### src/rtl/luh_pkg.sv
// Package: shared opcode encoding and field widths for the load-use stall unit.
// Assumes a 3-bit opcode and 3-bit register specifiers.
package luh_pkg;

    localparam int OPC_W = 3;
    localparam int REG_W = 3;

    typedef enum logic [OPC_W-1:0] {
        OP_ADD  = 3'd0,
        OP_NAND = 3'd1,
        OP_LW   = 3'd2,
        OP_SW   = 3'd3,
        OP_BEQ  = 3'd4,
        OP_RSV  = 3'd5,
        OP_HALT = 3'd6,
        OP_NOOP = 3'd7
    } luh_op_e;

    typedef logic [REG_W-1:0] luh_reg_t;

endpackage

### src/rtl/luh_read_decode.sv
// Module: luh_read_decode
// Says which register fields an instruction reads as operands.
// Assumes: ALU ops, stores and branches read both fields; a load reads only
// its base field; halt, no-op and the unused code read nothing.
module luh_read_decode
    import luh_pkg::*;
(
    input  logic [OPC_W-1:0] op_bits,
    output logic             reads_a,
    output logic             reads_b
);

    luh_op_e op;

    // Purpose: map the raw opcode bits onto the shared enum.
    always_comb begin
        op = luh_op_e'(op_bits);
    end

    // Purpose: per-opcode source-usage table.
    always_comb begin
        reads_a = 1'b0;
        reads_b = 1'b0;
        case (op)
            OP_ADD, OP_NAND, OP_SW, OP_BEQ: begin
                reads_a = 1'b1;
                reads_b = 1'b1;
            end
            OP_LW: begin
                reads_a = 1'b1;
            end
            default: begin
                reads_a = 1'b0;
                reads_b = 1'b0;
            end
        endcase
    end

endmodule

### src/rtl/luh_dep_compare.sv
// Module: luh_dep_compare
// Compares one pending destination register against NUM_SRC source operands.
// Assumes: a source counts only when its use flag is set; the destination
// counts only when dest_valid is set.
module luh_dep_compare
    import luh_pkg::*;
#(
    parameter int NUM_SRC = 2
) (
    input  logic                   dest_valid,
    input  luh_reg_t               dest_reg,
    input  logic     [NUM_SRC-1:0] src_used,
    input  luh_reg_t [NUM_SRC-1:0] src_reg,
    output logic                   hit
);

    logic [NUM_SRC-1:0] match;

    // One comparator per source operand.
    for (genvar g = 0; g < NUM_SRC; g++) begin : g_src
        // Purpose: flag a used source that names the pending destination.
        always_comb begin
            match[g] = src_used[g] && (src_reg[g] == dest_reg);
        end
    end

    // Purpose: any matching source is a dependence on a valid destination.
    always_comb begin
        hit = dest_valid && (|match);
    end

endmodule

### src/rtl/luh_stall_unit.sv
// Module: luh_stall_unit (top)
// Detects a load followed at once by a reader of the loaded register, raises
// a one-cycle stall and writes the no-op word into its ID/EX instruction
// register. A flush overrides the stall and also writes the no-op word.
// Assumes: the surrounding pipeline holds PC and IF/ID while stall is high;
// the load's destination is its regB field.
module luh_stall_unit
    import luh_pkg::*;
#(
    parameter int INSTR_W = 32,
    parameter int OPC_LSB = 14,
    parameter int RA_LSB  = 11,
    parameter int RB_LSB  = 8
) (
    input  logic               clk,
    input  logic               rst_n,
    input  logic [INSTR_W-1:0] ifid_instr,
    input  logic               flush,
    output logic               stall,
    output logic               bubble,
    output logic [INSTR_W-1:0] idex_instr
);

    localparam int NUM_SRC = 2;
    localparam logic [INSTR_W-1:0] NOP_WORD =
        INSTR_W'(int'(OP_NOOP)) << OPC_LSB;

    logic [INSTR_W-1:0]     idex_q;
    logic [OPC_W-1:0]       idex_op;
    luh_reg_t               idex_dest;
    logic                   idex_is_load;
    logic [OPC_W-1:0]       ifid_op;
    logic                   ifid_reads_a;
    logic                   ifid_reads_b;
    logic [NUM_SRC-1:0]     src_used;
    luh_reg_t [NUM_SRC-1:0] src_reg;
    logic                   dep_hit;

    // Purpose: slice the fields this unit looks at.
    always_comb begin
        idex_op   = idex_q[OPC_LSB +: OPC_W];
        idex_dest = idex_q[RB_LSB +: REG_W];
        ifid_op   = ifid_instr[OPC_LSB +: OPC_W];
        src_reg[0] = ifid_instr[RA_LSB +: REG_W];
        src_reg[1] = ifid_instr[RB_LSB +: REG_W];
    end

    // Purpose: only a load in ID/EX has a destination that forwarding misses.
    always_comb begin
        idex_is_load = (luh_op_e'(idex_op) == OP_LW);
    end

    luh_read_decode u_decode (
        .op_bits (ifid_op),
        .reads_a (ifid_reads_a),
        .reads_b (ifid_reads_b)
    );

    // Purpose: pack the source-use flags in the same order as src_reg.
    always_comb begin
        src_used = {ifid_reads_b, ifid_reads_a};
    end

    luh_dep_compare #(
        .NUM_SRC (NUM_SRC)
    ) u_compare (
        .dest_valid (idex_is_load),
        .dest_reg   (idex_dest),
        .src_used   (src_used),
        .src_reg    (src_reg),
        .hit        (dep_hit)
    );

    // Purpose: flush wins over the stall; either one inserts a no-op.
    always_comb begin
        stall  = dep_hit && !flush;
        bubble = dep_hit || flush;
    end

    // Purpose: ID/EX instruction register with no-op insertion.
    always_ff @(posedge clk) begin
        if (!rst_n) begin
            idex_q <= NOP_WORD;
        end else if (bubble) begin
            idex_q <= NOP_WORD;
        end else begin
            idex_q <= ifid_instr;
        end
    end

    assign idex_instr = idex_q;

endmodule

### config.mk
export PLATFORM = sky130hd
export DESIGN_NAME = luh_stall_unit
export DESIGN_NICKNAME = d
export VERILOG_FILES = /design/src/rtl/luh_pkg.sv /design/src/rtl/luh_read_decode.sv /design/src/rtl/luh_dep_compare.sv /design/src/rtl/luh_stall_unit.sv
export SDC_FILE = /design/constraint.sdc
export NUM_CORES = 1
export LEC_CHECK = 0
export ABC_CLOCK_PERIOD_IN_PS = 1450
export BUFFER_PORTS_ARGS = -buffer_cell sky130_fd_sc_hd__buf_2
export CORE_MARGIN = 2
export CORE_UTILIZATION = 40
export CTS_CLUSTER_DIAMETER = 60
export CTS_CLUSTER_SIZE = 28
export DETAILED_ROUTE_END_ITERATION = 10
export PLACE_DENSITY = 0.75
export SYNTH_ARGS = -nofsm -noshare
export SYNTH_HDL_FRONTEND = slang
export SYNTH_SLANG_ARGS = --single-unit
export TNS_END_PERCENT = 10
### constraint.sdc
create_clock -name clk -period 1.45 [get_ports clk]
set_input_delay 0 -clock clk [delete_from_list [all_inputs] [get_ports clk]]
set_output_delay 0 -clock clk [all_outputs]
set_load 0.01 [all_outputs]
==> Word level (Yosys, flattened, before mapping) <==
Cells that the tools add are included.
{ "op_classes": {"reduce_logical": 11, "n_mux": 2, "eq_ne": 7, "n_bitwise": 1} }
{ "ops": {"columns": ["operator", "count"], "rows": [
  ["3-bit by 2-bit equality test with 1-bit output, second input constant", 3],
  ["3-bit equality test", 2],
  ["5-bit OR reduction", 1],
  ["1-bit logical AND", 4],
  ["2-bit OR reduction", 2],
  ["4-bit OR reduction", 1],
  ["3-bit by 1-bit equality test with 1-bit output, second input constant", 1],
  ["3-bit equality test, second input constant", 1],
  ["3-bit zero test", 1],
  ["1-bit two-way mux", 2],
  ["1-bit zero test", 1],
  ["1-bit logical OR", 1],
  ["1-bit inverter", 1]
]} }
{ "totals": {"input_bits": 35, "ff_bits": 32, "word_cells": 22, "out_inout_bits": 34} }

==> Logic depth before layout (Yosys ltp) <==
{ "logic_depth": {"depth_word": 8, "depth_mapped": 5, "mapped_depth_nobuf": 4} }

==> Modules after synthesis <==
Synthesis repeated with hierarchy kept, for this count alone.
{ "unflattened": {"cells_unflattened": 87, "hier_area_um2": 1193.6} }
{ "by_module_without_submodules": {"columns": ["module", "seq_area_each_um2", "instances", "area_per_inst_um2", "cells_per_inst"], "rows": [
  ["luh_stall_unit", 640.6, 1, 1106.1, 76],
  ["luh_dep_compare", 0.0, 1, 72.6, 9],
  ["luh_read_decode", 0.0, 1, 15.0, 2]
]} }

==> Worst setup path before layout <==
No wires, ideal clock.
{ "synth_path": {"path_type": "register to register", "startpoint": "register idex_q[10] (netlist: idex_instr[10])", "endpoint": "register idex_q[0] (netlist: idex_instr[0])", "n_path_buf": 1, "stages_incl_launch_ff": 6, "setup_slack_ps": 175, "required_ps": 1333, "setup_time_ps": 117, "arrival_time_ps": 1157, "period_less_slack_ps": 1275, "path_cell_list": "dfxtp_1 -> xnor2_1 -> o2111ai_1 -> a21oi_2 -> buf_2 -> nor2_1"} }
{ "synth_via": {"elab_chain_cells": 6, "elab_cells_between_ends": 8, "classes_between": "eq/ne (2); reduce/logical (6)"} }
{ "synth_lines": {"columns": ["item", "line_no", "source"], "rows": [
  ["start, declared", "luh_stall_unit.sv:28", "logic [INSTR_W-1:0] idex_q;"],
  ["start signal, assigned", "luh_stall_unit.sv:87", "idex_q <= ifid_instr;"],
  ["3-bit equality test", "luh_dep_compare.sv:23", "match[g] = src_used[g] && (src_reg[g] == dest_reg);"],
  ["1-bit logical AND", "luh_dep_compare.sv:23", null],
  ["2-bit OR reduction *", "luh_dep_compare.sv:29", "hit = dest_valid && (|match);"],
  ["1-bit logical AND *", "luh_dep_compare.sv:29", null],
  ["1-bit logical OR *", "luh_stall_unit.sv:77", "bubble = dep_hit || flush;"],
  ["2-bit OR reduction (no line) *", null, null]
]} }
Mark *: on every way between the ends. The rest lies on a longest branch, timed or not.
A chain may end at the register's enable or synchronous reset.

==> Worst setup path in the final report <==
{ "layout_path": {"startpoint": "register idex_q[8] (netlist: idex_instr[8])", "endpoint": "output port stall"} }
{ "layout_via": {"elab_chain_cells": 5, "elab_cells_between_ends": 7, "classes_between": "eq/ne (2); reduce/logical (5)"} }
{ "layout_lines": {"columns": ["item", "line_no", "source"], "rows": [
  ["3-bit equality test", "luh_dep_compare.sv:23", null],
  ["1-bit logical AND", "luh_dep_compare.sv:23", null],
  ["2-bit OR reduction *", "luh_dep_compare.sv:29", null],
  ["1-bit logical AND *", "luh_dep_compare.sv:29", null],
  ["1-bit logical AND *", "luh_stall_unit.sv:76", "stall = dep_hit && !flush;"],
  ["end, declared", "luh_stall_unit.sv:19", "output logic stall,"]
]} }
Marked as above.

==> flow_metrics.py <==
metrics = {
    "run_status": {
        "status": "finished, violations left",
        "failed_checks": "setup timing",
    },
    "global_route": {
        "grt_pass1_wl_microns": 4890,
        "antenna_found_initial": 0,
        "grt_max_degree": 18,
        "grt_pass1_vias": 1143,
        "grt_overflow": 0,
        "grt_use_total_pct": 24.4,
    },
    "detailed_routing": {
        "wire_per_inst_microns": 12.9,
        "routed_wl_microns": 3280,
        "via_per_inst": 4.49,
        "num_vias": 1141,
        "drc_errors": 0,
        "final_antenna_net_count": 0,
        "dr.first_iter.drc_count": 10,
        "drt_pass1_iterations": 4,
    },
    "sta": {
        "slew_headroom_pct": 88.6,
        "timing_hold_violations_final": 0,
        "fmax_mhz": 667,
        "setup_viol": 2,
        "worstMarginPinSlew_ns": 0.170,
        "worst_slack_ns": -0.0489,
        "rsz0062_at_grt": "yes",
        "slew_viol_final": 0,
        "fin_crit_sh_pct": 103,
        "fin_crit_ns": 1.50,
        "fin_worst_skew_ns": 0.0167,
    },
    "power_and_ir_drop": {
        "vdd.ir_drop.worst_uv": 904,
        "cellLeakagePower_nw": 0.996,
        "power_density_mw_per_mm2": 1020,
        "power_mw": 1.95,
    },
    "cts": {
        "cts_tree": "yes",
        "cts_root_buffer": "clkbuf_4",
        "htree_levels": 2,
        "clock_latency_ns": 0.33,
        "clockBufferDepth": 2,
        "cts.sinks": 32,
        "clk_pin_slew_worst_paths_ns": 0.10,
        "cts_buffers": 5,
    },
    "floorplanning": {
        "core_sq_mm": 0.00245,
        "io_pins": 69,
        "dieHeight_microns": 54.6,
        "die_w_microns": 54.6,
        "row_count": 18,
        "design.die.area_sq_mm": 0.00299,
        "start_util_pct": 41.8,
    },
    "placed_design": {
        "pre_cts_ws_ns": 0.0904,
        "gp_congestion": 0.627,
        "dp_hpwl_microns": 1890,
        "port_buffers": 68,
        "dp_cells": 212,
    },
    "worst_setup_path": {
        "worstPathRequired_ns": 1.45,
        "critPathArrivalTime_ns": 1.50,
        "critPathKind": "reg -> out",
        "crit_path_max_fanout": 3,
        "crit_path_end_kind": "output port",
        "startpoint_type": "register",
    },
    "logic_synthesis": {
        "ys_types": 17,
        "yosysWarningCount": 0,
        "yosysSeqAreaShare_pct": 62.4,
        "netlist_instances": 116,
        "yosys_register_bits": 32,
        "syn_area_sq_mm": 0.00103,
        "syn-num-nets": 151,
        "postSynthAreaPerCell_sq_um": 8.84,
    },
    "job": {
        "maxCapViolCount": 0,
    },
    "final_layout": {
        "largest_register_ffs": 32,
        "antenna_cells": 0,
        "drive_above_1_share_pct": 42.0,
        "area_growth_syn_to_layout_pct": 86.8,
        "layout.nets": 258,
        "n_fill_cell": 166,
        "instances_no_fill": 254,
    },
    "min_path": {
        "min_path_type": "in -> reg",
    },
}
-- Yosys cell counts --
library cell  count  area [sq um]
dfxtp_1          32           641
o2111ai_1         1          8.76
xnor2_1           6          52.6
o21ai_0           1          5.00
nor2b_1           1          6.26
nand2b_1          1          6.26
a21oi_2           1          8.76
buf_2             3          15.0
inv_1             1          3.75
or2_2             1          6.26
nand3_1           2          10.0
or3_1             3          18.8
nor2_1           30           113
and2b_1           1          7.51
clkbuf_1          2          7.51
nand2_1          29           109
buf_4             1          7.51
-- per-stage QoR --
| step | utilization [%] | cell area, sq um | TNS (ns) | hold WS [ns] |
|---|---|---|---|---|
| floorplan | - | 1030 | 0 | 0.104 |
| global placement | 57.3 | 1410 | 0 | 0.208 |
| detailed placement | 57.3 | 1410 | 0 | 0.217 |
| CTS | 77.7 | 1910 | -0.0678 | 0.00124 |
| global route | 78.1 | 1920 | -0.344 | 0.00866 |
| finish | 78.1 | 1920 | -0.0710 | 0.0131 |
-- cell type report --
cell class	instances	area [sq um]	area share, %
repair buffers	106	728	38.0
flip-flops and latches	32	652	34.0
multi-input cells	77	400	20.9
clock buffers	7	65.1	3.39
well taps	30	37.5	1.96
clock inverters	1	30.0	1.57
inverters	1	3.75	0.196
-- layer usage --
| layer | wire (microns) | part of all wire [%] | GRT usage (%) |
|---|---|---|---|
| met1 | 1140 | 35 | 22.4 |
| met2 | 1870 | 57 | 49.0 |
| met3 | 234 | 7.1 | 8.74 |
| met4 | 31 | 0.94 | 6.25 |
| met5 | 0 | 0 | 0 |
-- where the power goes --
group          switching, mW  internal, mW  total, mW
Clock                  0.299         0.458      0.757
Sequential            0.0137         0.911      0.924
Combinational          0.110         0.155      0.265
Total                  0.423          1.52       1.95
-- what timing repair did --
action,CTS,global route
gates resized for setup,16,2
endpoints found under the hold margin,32,0
pin swaps,6,0
setup buffers,2,0
hold buffers,32,0
endpoints found under the setup margin,2,5
-- cell families (layout without fill, tap and decap cells) --
logic type,Yosys count,in the layout,share of synthesized area [%]
simple gates,68,68,27.0
flops,32,32,62.4
buf+inv,7,115,3.29
xor+xnor,6,6,5.12
compound gates,3,3,2.19
-- cells in the final DEF, fill, tap and decap left out, drive strengths merged, types with 2 or more instances in the layout --
| master | synthesis | layout |
|---|---|---|
| nand2 | 29 | 29 |
| xnor2 | 6 | 6 |
| dlygate4sd3 | 0 | 32 |
| buf | 4 | 74 |
| nand3 | 2 | 2 |
| clkbuf | 2 | 7 |
| or3 | 3 | 3 |
| dfxtp | 32 | 32 |
| nor2 | 30 | 30 |
-- critical path, stage by stage, from the launching register on --
cell and delay [ns]:
dfxtp_4 0.38, xnor2_2 0.14, o2111ai_2 0.14, a21oi_2 0.17, buf_6 0.12, and2b_1 0.10
buf_2 0.12
-- final timing paths --
check	cells after the start	slack, ns	to	startpoint
hold / removal	3	0.01	idex_instr[14]	rst_n
hold reg to reg	5	0.84	idex_instr[5]	idex_instr[15]
setup / recovery	6	-0.05	stall	idex_instr[8]
setup reg to reg	6	0.02	idex_instr[16]	idex_instr[8]
No activity file was read; power rests on OpenSTA's default activity.
